<file path="config.mk">
export PLATFORM = sky130hd
export DESIGN_NAME = tdm_chan_mapper
export DESIGN_NICKNAME = d
export VERILOG_FILES = /design/src/rtl/tdm_map_pkg.sv /design/src/rtl/tdm_pos_sweep.sv /design/src/rtl/tdm_id_mult.sv /design/src/rtl/tdm_id_count.sv /design/src/rtl/tdm_chan_mapper.sv
export SDC_FILE = /design/constraint.sdc
export NUM_CORES = 1
export LEC_CHECK = 0
export ABC_AREA = 1
export BUFFER_PORTS_ARGS = -buffer_cell sky130_fd_sc_hd__buf_2
export CORE_MARGIN = 2
export CORE_UTILIZATION = 55
export CTS_CLUSTER_SIZE = 40
export DETAILED_ROUTE_END_ITERATION = 10
export PLACE_DENSITY = 0.74
export SKIP_CTS_REPAIR_TIMING = 1
export SLEW_MARGIN = 20
export SYNTH_ARGS = -nofsm -noshare
export SYNTH_HDL_FRONTEND = slang
export SYNTH_SLANG_ARGS = --single-unit
</file>
<file path="constraint.sdc">
create_clock -name clk -period 5.3 [get_ports clk]
set_input_delay 0.795 -clock clk [delete_from_list [all_inputs] [get_ports clk]]
set_output_delay 0.795 -clock clk [all_outputs]
set_load 0.01 [all_outputs]
</file>
<file path="src/rtl/tdm_map_pkg.sv">
// Package: shared types for the TDM channel-ID mapper.
// Assumes: numbering plans are only E1 and T1.
package tdm_map_pkg;

    typedef enum logic {
        NUM_E1 = 1'b0,
        NUM_T1 = 1'b1
    } num_mode_e;

    // Number of sweep positions in one frame for a given plan size.
    function automatic int frame_positions(input int links, input int slots, input int nstm);
        return links * slots * nstm;
    endfunction

endpackage

</file>
<file path="src/rtl/tdm_pos_sweep.sv">
// Module: tdm_pos_sweep
// Walks every bus position: tributary index innermost, then link, then
// timeslot. It latches the numbering plan at sweep start and at each frame
// wrap, so the plan is fixed for a whole frame.
// Assumes: the counter widths hold the largest link and slot counts.
module tdm_pos_sweep
    import tdm_map_pkg::*;
#(
    parameter int NUM_STM  = 4,
    parameter int E1_LINKS = 63,
    parameter int E1_SLOTS = 32,
    parameter int T1_LINKS = 84,
    parameter int T1_SLOTS = 24,
    parameter int STM_W    = 2,
    parameter int LINK_W   = 7,
    parameter int SLOT_W   = 5
) (
    input  logic              clk,
    input  logic              rst_n,
    input  logic              mode_t1_i,
    output logic              pos_vld_o,
    output logic              pos_first_o,
    output num_mode_e         mode_o,
    output logic [STM_W-1:0]  stm_o,
    output logic [LINK_W-1:0] link_o,
    output logic [SLOT_W-1:0] slot_o
);

    logic              running_q;
    num_mode_e         mode_q;
    logic [STM_W-1:0]  stm_q;
    logic [LINK_W-1:0] link_q;
    logic [SLOT_W-1:0] slot_q;

    logic              stm_last;
    logic              link_last;
    logic              slot_last;
    logic [LINK_W-1:0] link_top;
    logic [SLOT_W-1:0] slot_top;

    // Pick the last link and slot values for the plan in force.
    always_comb begin
        if (mode_q == NUM_T1) begin
            link_top = LINK_W'(T1_LINKS - 1);
            slot_top = SLOT_W'(T1_SLOTS - 1);
        end else begin
            link_top = LINK_W'(E1_LINKS - 1);
            slot_top = SLOT_W'(E1_SLOTS - 1);
        end
    end

    // Detect the last value of each nested index.
    always_comb begin
        stm_last  = (stm_q == STM_W'(NUM_STM - 1));
        link_last = (link_q == link_top);
        slot_last = (slot_q == slot_top);
    end

    // Advance the nested counters and latch the plan at frame boundaries.
    always_ff @(posedge clk) begin
        if (!rst_n) begin
            running_q <= 1'b0;
            mode_q    <= NUM_E1;
            stm_q     <= '0;
            link_q    <= '0;
            slot_q    <= '0;
        end else if (!running_q) begin
            running_q <= 1'b1;
            mode_q    <= mode_t1_i ? NUM_T1 : NUM_E1;
        end else if (!stm_last) begin
            stm_q <= stm_q + STM_W'(1);
        end else begin
            stm_q <= '0;
            if (!link_last) begin
                link_q <= link_q + LINK_W'(1);
            end else begin
                link_q <= '0;
                if (!slot_last) begin
                    slot_q <= slot_q + SLOT_W'(1);
                end else begin
                    slot_q <= '0;
                    mode_q <= mode_t1_i ? NUM_T1 : NUM_E1;
                end
            end
        end
    end

    // Present the position and its first-of-frame marker.
    always_comb begin
        pos_vld_o   = running_q;
        pos_first_o = running_q && (stm_q == '0) && (link_q == '0) && (slot_q == '0);
        mode_o      = mode_q;
        stm_o       = stm_q;
        link_o      = link_q;
        slot_o      = slot_q;
    end

endmodule

</file>
<file path="src/rtl/tdm_id_mult.sv">
// Module: tdm_id_mult
// Forms the channel ID for a position by multiplying out the nested formula.
// Assumes: ID_W is wide enough for the largest frame; purely combinational.
module tdm_id_mult
    import tdm_map_pkg::*;
#(
    parameter int NUM_STM  = 4,
    parameter int E1_LINKS = 63,
    parameter int T1_LINKS = 84,
    parameter int STM_W    = 2,
    parameter int LINK_W   = 7,
    parameter int SLOT_W   = 5,
    parameter int ID_W     = 13
) (
    input  num_mode_e         mode_i,
    input  logic [STM_W-1:0]  stm_i,
    input  logic [LINK_W-1:0] link_i,
    input  logic [SLOT_W-1:0] slot_i,
    output logic [ID_W-1:0]   id_o
);

    logic [ID_W-1:0] links_w;
    logic [ID_W-1:0] row_w;

    // Select the links-per-timeslot multiplier for the plan.
    always_comb begin
        links_w = (mode_i == NUM_T1) ? ID_W'(T1_LINKS) : ID_W'(E1_LINKS);
    end

    // Combine timeslot and link, then interleave the tributaries.
    always_comb begin
        row_w = (ID_W'(slot_i) * links_w) + ID_W'(link_i);
        id_o  = (row_w * ID_W'(NUM_STM)) + ID_W'(stm_i);
    end

endmodule

</file>
<file path="src/rtl/tdm_id_count.sv">
// Module: tdm_id_count
// Forms the channel ID by counting: 0 at each frame start, one more than
// the last ID at every other valid position.
// Assumes: the sweep visits positions in ID order with no gaps.
module tdm_id_count #(
    parameter int ID_W = 13
) (
    input  logic            clk,
    input  logic            rst_n,
    input  logic            pos_vld_i,
    input  logic            pos_first_i,
    output logic [ID_W-1:0] id_o
);

    logic [ID_W-1:0] last_q;

    // Next ID from the frame marker and the last issued ID.
    always_comb begin
        id_o = pos_first_i ? '0 : (last_q + ID_W'(1));
    end

    // Remember the ID issued at each valid position.
    always_ff @(posedge clk) begin
        if (!rst_n) begin
            last_q <= '0;
        end else if (pos_vld_i) begin
            last_q <= id_o;
        end
    end

endmodule

</file>
<file path="src/rtl/tdm_chan_mapper.sv">
// Module: tdm_chan_mapper (top)
// Sweeps the interleaved add/drop bus positions and gives, one register
// after the sweep counters, the flat channel ID with its decoded fields.
// Assumes: one position per clock; mode_t1 may change at any time.
module tdm_chan_mapper
    import tdm_map_pkg::*;
#(
    parameter int NUM_STM     = 4,
    parameter int E1_LINKS    = 63,
    parameter int E1_SLOTS    = 32,
    parameter int T1_LINKS    = 84,
    parameter int T1_SLOTS    = 24,
    parameter int MAX_IDS     = 8192,
    parameter bit ID_BY_COUNT = 1'b0,
    localparam int STM_W  = (NUM_STM > 1) ? $clog2(NUM_STM) : 1,
    localparam int MAX_LK = (E1_LINKS > T1_LINKS) ? E1_LINKS : T1_LINKS,
    localparam int MAX_SL = (E1_SLOTS > T1_SLOTS) ? E1_SLOTS : T1_SLOTS,
    localparam int LINK_W = (MAX_LK > 1) ? $clog2(MAX_LK) : 1,
    localparam int SLOT_W = (MAX_SL > 1) ? $clog2(MAX_SL) : 1,
    localparam int ID_W   = $clog2(MAX_IDS)
) (
    input  logic              clk,
    input  logic              rst_n,
    input  logic              mode_t1,
    output logic [ID_W-1:0]   chan_id,
    output logic              chan_vld,
    output logic              frame_start,
    output logic [STM_W-1:0]  stm_idx,
    output logic [LINK_W-1:0] link_idx,
    output logic [SLOT_W-1:0] slot_idx,
    output logic              t1_mode
);

    logic              pos_vld;
    logic              pos_first;
    num_mode_e         pos_mode;
    logic [STM_W-1:0]  pos_stm;
    logic [LINK_W-1:0] pos_link;
    logic [SLOT_W-1:0] pos_slot;
    logic [ID_W-1:0]   pos_id;

    tdm_pos_sweep #(
        .NUM_STM  (NUM_STM),
        .E1_LINKS (E1_LINKS),
        .E1_SLOTS (E1_SLOTS),
        .T1_LINKS (T1_LINKS),
        .T1_SLOTS (T1_SLOTS),
        .STM_W    (STM_W),
        .LINK_W   (LINK_W),
        .SLOT_W   (SLOT_W)
    ) u_sweep (
        .clk         (clk),
        .rst_n       (rst_n),
        .mode_t1_i   (mode_t1),
        .pos_vld_o   (pos_vld),
        .pos_first_o (pos_first),
        .mode_o      (pos_mode),
        .stm_o       (pos_stm),
        .link_o      (pos_link),
        .slot_o      (pos_slot)
    );

    generate
        if (ID_BY_COUNT) begin : g_count
            tdm_id_count #(
                .ID_W (ID_W)
            ) u_id (
                .clk         (clk),
                .rst_n       (rst_n),
                .pos_vld_i   (pos_vld),
                .pos_first_i (pos_first),
                .id_o        (pos_id)
            );
        end else begin : g_mult
            tdm_id_mult #(
                .NUM_STM  (NUM_STM),
                .E1_LINKS (E1_LINKS),
                .T1_LINKS (T1_LINKS),
                .STM_W    (STM_W),
                .LINK_W   (LINK_W),
                .SLOT_W   (SLOT_W),
                .ID_W     (ID_W)
            ) u_id (
                .mode_i (pos_mode),
                .stm_i  (pos_stm),
                .link_i (pos_link),
                .slot_i (pos_slot),
                .id_o   (pos_id)
            );
        end
    endgenerate

    // Register the ID, the strobes and the decoded fields together.
    always_ff @(posedge clk) begin
        if (!rst_n) begin
            chan_id     <= '0;
            chan_vld    <= 1'b0;
            frame_start <= 1'b0;
            stm_idx     <= '0;
            link_idx    <= '0;
            slot_idx    <= '0;
            t1_mode     <= 1'b0;
        end else begin
            chan_vld    <= pos_vld;
            frame_start <= pos_first;
            chan_id     <= pos_vld ? pos_id : '0;
            stm_idx     <= pos_vld ? pos_stm : '0;
            link_idx    <= pos_vld ? pos_link : '0;
            slot_idx    <= pos_vld ? pos_slot : '0;
            t1_mode     <= pos_vld && (pos_mode == NUM_T1);
        end
    end

endmodule

</file>
[Word level (Yosys, flattened, before mapping)]
Cells that the tools add are included.
Storage, ports and cells
  register bits after elaboration: 46
  output and inout bits: 30
Cells by class
  muxes and demuxes: 12
  $mul: 1
  add/subtract/negate cells: 5
  eq/ne operators: 6
  reductions and logical operators: 11
Operator list (count)
  7-bit 2-to-1 mux: 3
  13-bit by 2-bit adder with 13-bit output: 1
  5-bit by 13-bit multiplier with 11-bit output: 1
  11-bit by 7-bit adder with 11-bit output: 1
  7-bit by 1-bit adder with 7-bit output, second input constant: 1
  7-bit equality test: 1
  7-bit zero test: 1
  1-bit 2-to-1 mux: 6
  2-bit != test, second input constant: 3
  3-bit AND reduction: 2
  5-bit by 1-bit adder with 5-bit output, second input constant: 1
  5-bit equality test: 1
  5-bit zero test: 1
  5-bit 2-to-1 mux: 1
  1-bit logical AND: 4
  4-bit 2-to-1 mux: 1
  2-bit AND reduction: 2
  2-bit by 1-bit adder with 2-bit output, second input constant: 1
  2-bit equality test, second input constant: 1
  2-bit zero test: 1
  2-bit 2-to-1 mux: 1

[Depth between registers and ports, before layout]
  depth after elaboration: 6
  gate-level depth with buffers: 21
  mapped depth without buffers: 21

[By module]
From an unflattened synthesis, not the netlist that was laid out.
Second synthesis, totals
  cell total of the unflattened synthesis: 392
  area, all modules: 3047.9 um2
By module, submodules not included
  tdm_id_mult: area an instance 1171.1 um2, instances 1, cells an instance 167
  tdm_pos_sweep: area an instance 947.2 um2, instances 1, cells an instance 132
  tdm_chan_mapper: area an instance 929.6 um2, instances 1, cells an instance 93

[Least setup slack after synthesis]
Ideal clock, no wire load.
  path kind: reg-to-reg
  start: register u_sweep.mode_q (netlist: u_sweep.mode_o)
  end: register chan_id[9]
  setup slack: 1.949 ns
  setup time: 0.070 ns
  arrival: 3.281 ns
  stages on the path, launching flop included: 18
  required time: 5.230 ns
  path through: dfxtp_1 buf_6 inv_4 ha_1 inv_1 xor2_1 inv_1 ha_1 inv_1 fa_1 fa_1 inv_1 ha_1 a21oi_1 nand2_1 a21oi_1 o21ai_0 a21oi_1
Between the ends
  longest elaborated chain between the ends: 4
RTL lines
  start: declaration: RTL line tdm_pos_sweep.sv:30  | num_mode_e mode_q;
  start signal: assignment: RTL line tdm_pos_sweep.sv:69  | mode_q <= mode_t1_i ? NUM_T1 : NUM_E1;
  start signal: assignment: RTL line tdm_pos_sweep.sv:82  | mode_q <= mode_t1_i ? NUM_T1 : NUM_E1;
  7-bit 2-to-1 mux: RTL line tdm_id_mult.sv:27  | links_w = (mode_i == NUM_T1) ? ID_W'(T1_LINKS) : ID_W'(E1_LINKS);
  5-bit by 13-bit multiplier with 11-bit output: RTL line tdm_id_mult.sv:32  | row_w = (ID_W'(slot_i) * links_w) + ID_W'(link_i);
  11-bit by 7-bit adder with 11-bit output: RTL line tdm_id_mult.sv:32
  13-bit by 2-bit adder with 13-bit output: RTL line tdm_id_mult.sv:33  | id_o = (row_w * ID_W'(NUM_STM)) + ID_W'(stm_i);
  end signal: assignment: RTL line tdm_chan_mapper.sv:106  | chan_id <= pos_vld ? pos_id : '0;
  end: declaration: RTL line tdm_chan_mapper.sv:25  | output logic [ID_W-1:0] chan_id,
No other way between the ends.
A chain may end at the register's enable or synchronous reset.

[Worst setup path in the final report]
Same ends and word-level chain as after synthesis.

==> results.py <==
metrics = {
    "global_routing": {
        "grt_pass1_wl_um": 8735,
        "grt_pass1_vias": 1954,
        "grtUsageTotal_pct": 20.86,
        "antenna_found_initial": 0,
        "grt_start_max_net_pins": 21,
        "grt_overflow": 0,
    },
    "worst_hold_path": {
        "hold_class": "reg -> reg",
    },
    "floorplan": {
        "die_area_mm2": 0.005413,
        "ios": 33,
        "die_y_um": 73.58,
        "die_x_um": 73.58,
        "row_count": 25,
        "core-area_mm2": 0.004692,
        "initial_core_util_pct": 56.75,
    },
    "pwr": {
        "comb_power_share_pct": 4.4,
        "pwr-share-clk_pct": 35.7,
        "netSwitchingFraction_pct": 23.77,
        "netSwitchingPower_mw": 0.1347,
        "power_frac_seq_pct": 59.9,
        "cellInternalPower_mw": 0.4321,
        "total_power_mw": 0.5668,
        "vdd_ir_drop_max_v": 0.0001420,
        "leakagePower_nw": 1.523,
        "power.density_mw_per_mm2": 193.9,
    },
    "clock_network": {
        "clkLatencyLatePin_ns": 0.29,
        "clockBufferDepth": 2,
        "clkTransAtPathRegs_ns": 0.08,
        "ctsHtreeMaxLevel": 2,
        "cts-root-buf": "clkbuf_8",
        "tritoncts": "done",
        "clock_sinks": 44,
        "numCtsBuffers": 5,
    },
    "logic_synthesis": {
        "synth_area_leaders": "dfxtp_1 (33%), ha_1 (14%), fa_1 (13%), inv_1 (9.2%), nor2_1 (6.2%)",
        "syn_avg_cell_area_um2": 8.295,
        "synth_top_cell_area_share_pct": 33.08,
        "yosysWarnings": 0,
        "synth_compound_area_share_pct": 6.955,
        "yosysTopAreaCell": "dfxtp_1",
        "synthXorXnorAreaFrac_pct": 2.632,
        "syn_nets": 370,
        "ys_ff_latch": 44,
        "synth_top_family_by_area": "adder cells",
        "synth_mux_area_share_pct": 0,
        "netlist_instances": 321,
        "synth-simple-area-share_pct": 19.27,
        "ys_seq_area_share_pct": 33.08,
        "synth.distinct_cells": 27,
        "synthAdderAreaFrac_pct": 26.41,
        "synth_area_mm2": 0.002663,
    },
    "placement": {
        "dp_slack_ns": 1.461,
        "port-buffer-count": 32,
        "routabilityCongestion": 0.8328,
        "dp_hpwl_um": 3935,
    },
    "final_layout": {
        "synthToLayoutAreaGrowth_pct": 9.774,
        "finalNetCount": 402,
        "n_antenna_cell": 0,
        "ff_latch_area_um2": 880.8,
        "multiInputGateArea_mm2": 0.001471,
        "layout-drive-gt1-share_pct": 14.45,
        "n_fill_cell": 419,
    },
    "sta": {
        "setup-tns-final_ns": 0,
        "holdWs_ns": 0.5168,
        "hold_viol": 0,
        "fmax_mhz": 257.8,
        "slew_headroom_pct": 54.80,
        "slew_viol_final": 0,
        "period_needed_ns": 3.879,
        "skew_ns": 0.007397,
        "rsz0062_at_grt": "false",
        "setup_ws_ns": 1.421,
        "tightestPinTransition_ns": 0.6763,
        "post-route-period-util_pct": 73.18,
        "setup_viol": 0,
    },
    "setup_path": {
        "crit_type": "reg -> reg",
        "path_max_fanout": 11,
        "slowest_delay_ns": 0.62,
        "worstPathCellList": "inv_4, ha_1, inv_1, xor2_1, inv_1, ha_1, inv_1, fa_1, fa_1, inv_1, ha_1, a21oi_1, nand2_1, a21oi_1, o21ai_0, a21oi_1",
        "crit_buf_inv": 5,
        "cp-start-kind": "flop",
        "worstPathRequired_ns": 5.53,
        "cpMostUsedCell": "inv_1",
        "critPathCaptureType": "flop",
        "cp.arrival_ns": 4.11,
        "slowest_stage": "dfxtp_1",
        "crit_family": "adder cells",
    },
    "routing": {
        "dr.pass1.iters": 4,
        "routed_wl_um": 4985,
        "drt_iter0_markers": 96,
        "detail_route.wl_per_cell_um": 12.25,
        "vias": 2047,
        "drc": 0,
        "vias_per_cell": 5.029,
        "antenna_left": 0,
    },
    "flow_run": {
        "drv_cap": 0,
    },
    "status": {
        "status": "finished, final reports clean",
    },
}
## state kept, by name, summed over array words and instances (netlist names)
| signal | count |
|---|---|
| slot_idx | 5 |
| u_sweep.link_o | 7 |
| chan_vld | 1 |
| frame_start | 1 |
| chan_id | 13 |
| u_sweep.mode_o | 1 |
| u_sweep.slot_o | 5 |
| u_sweep.pos_vld_o | 1 |
| u_sweep.stm_o | 2 |
| t1_mode | 1 |
| link_idx | 7 |
## power by group through the flow
stage | registers, mW | logic (mW) | clock network [mW]
after floorplan | 0.345 | 0.0209 | 0
after global placement | 0.347 | 0.0240 | 0
after detailed placement | 0.347 | 0.0251 | 0
after CTS | 0.339 | 0.0251 | 0.207
after global routing | 0.340 | 0.0285 | 0.223
final | 0.339 | 0.0250 | 0.202
## final timing paths
check                                       from  cells past startpoint  slack (ns)          to
worst min register to register  u_sweep.stm_o[1]                      2        0.52  chan_id[1]
worst max-delay path              u_sweep.mode_o                     16        1.42  chan_id[9]
worst max register to register    u_sweep.mode_o                     16        1.42  chan_id[9]
worst min-delay path            u_sweep.stm_o[1]                      2        0.52  chan_id[1]
## cell usage after synthesis
| cell | number |
|---|---|
| buf_6 | 1 |
| nor2_2 | 1 |
| o21ai_0 | 11 |
| inv_1 | 65 |
| nor2_1 | 44 |
| o21bai_1 | 3 |
| nor2_4 | 2 |
| nand4_1 | 7 |
| a21oi_1 | 17 |
| inv_2 | 2 |
| nand2_1 | 37 |
| fa_1 | 17 |
| buf_2 | 3 |
| dfxtp_1 | 44 |
| inv_4 | 1 |
| nand2_4 | 4 |
| xnor2_1 | 1 |
| nand3_1 | 14 |
| xor2_1 | 7 |
| a21oi_2 | 1 |
| nand2_2 | 1 |
| ha_1 | 29 |
| a211oi_1 | 1 |
| buf_4 | 3 |
| a31oi_1 | 1 |
| clkinv_1 | 1 |
| nor3_1 | 3 |
## final cells by class
cell class	count	share of cell area [%]
multi-input combinational	201	50.34
tap	54	2.312
clock inverter	2	0.4281
clock buffer	5	2.354
inverter	69	8.947
timing repair buffer	32	5.479
sequential	44	30.14
## through the flow
step                cells  util (%)  area, um^2
finish                407     62.29        2923
global route          407     62.29        2923
CTS                   407     62.29        2923
detailed placement    400     60.56        2841
global placement      400     60.56        2841
floorplan             321         -        2663
## worst register-to-register path, cell delays in order (launching register included)
cell and delay (ns):
dfxtp_1 0.62, inv_4 0.13, ha_1 0.27, inv_1 0.15, xor2_1 0.15, inv_1 0.05, ha_1 0.29, inv_1 0.07
fa_1 0.51, fa_1 0.54, inv_1 0.04, ha_1 0.34, a21oi_1 0.16, nand2_1 0.11, a21oi_1 0.17, o21ai_0 0.09
a21oi_1 0.12
## cells by family after synthesis
family	count (synthesis)
AO/OA/AOI/OAI	34
buffers and inverters	76
AND/OR/NAND/NOR	113
adder cells (fa/ha/maj)	46
flip-flops	44
XOR/XNOR	8
## metal layers
| metal | GRT usage (%) | wire length [um] |
|---|---|---|
| met1 | 28.29 | 2392 |
| met2 | 34.33 | 2374 |
| met3 | 3.292 | 179 |
| met4 | 6.263 | 38 |
| met5 | 0 | 0 |
## layout by cell type, fill, tap and decap left out, types with 7 or more instances in the layout
| cell | Yosys | routed |
|---|---|---|
| inv_1 | 65 | 65 |
| nor2_1 | 44 | 44 |
| dfxtp_1 | 44 | 44 |
| nand2_1 | 37 | 37 |
| buf_2 | 3 | 32 |
| ha_1 | 29 | 29 |
| a21oi_1 | 17 | 17 |
| fa_1 | 17 | 17 |
| nand3_1 | 14 | 14 |
| o21ai_0 | 11 | 11 |
| xor2_1 | 7 | 7 |
| nand4_1 | 7 | 7 |
Power figures use the tool's default switching activity.
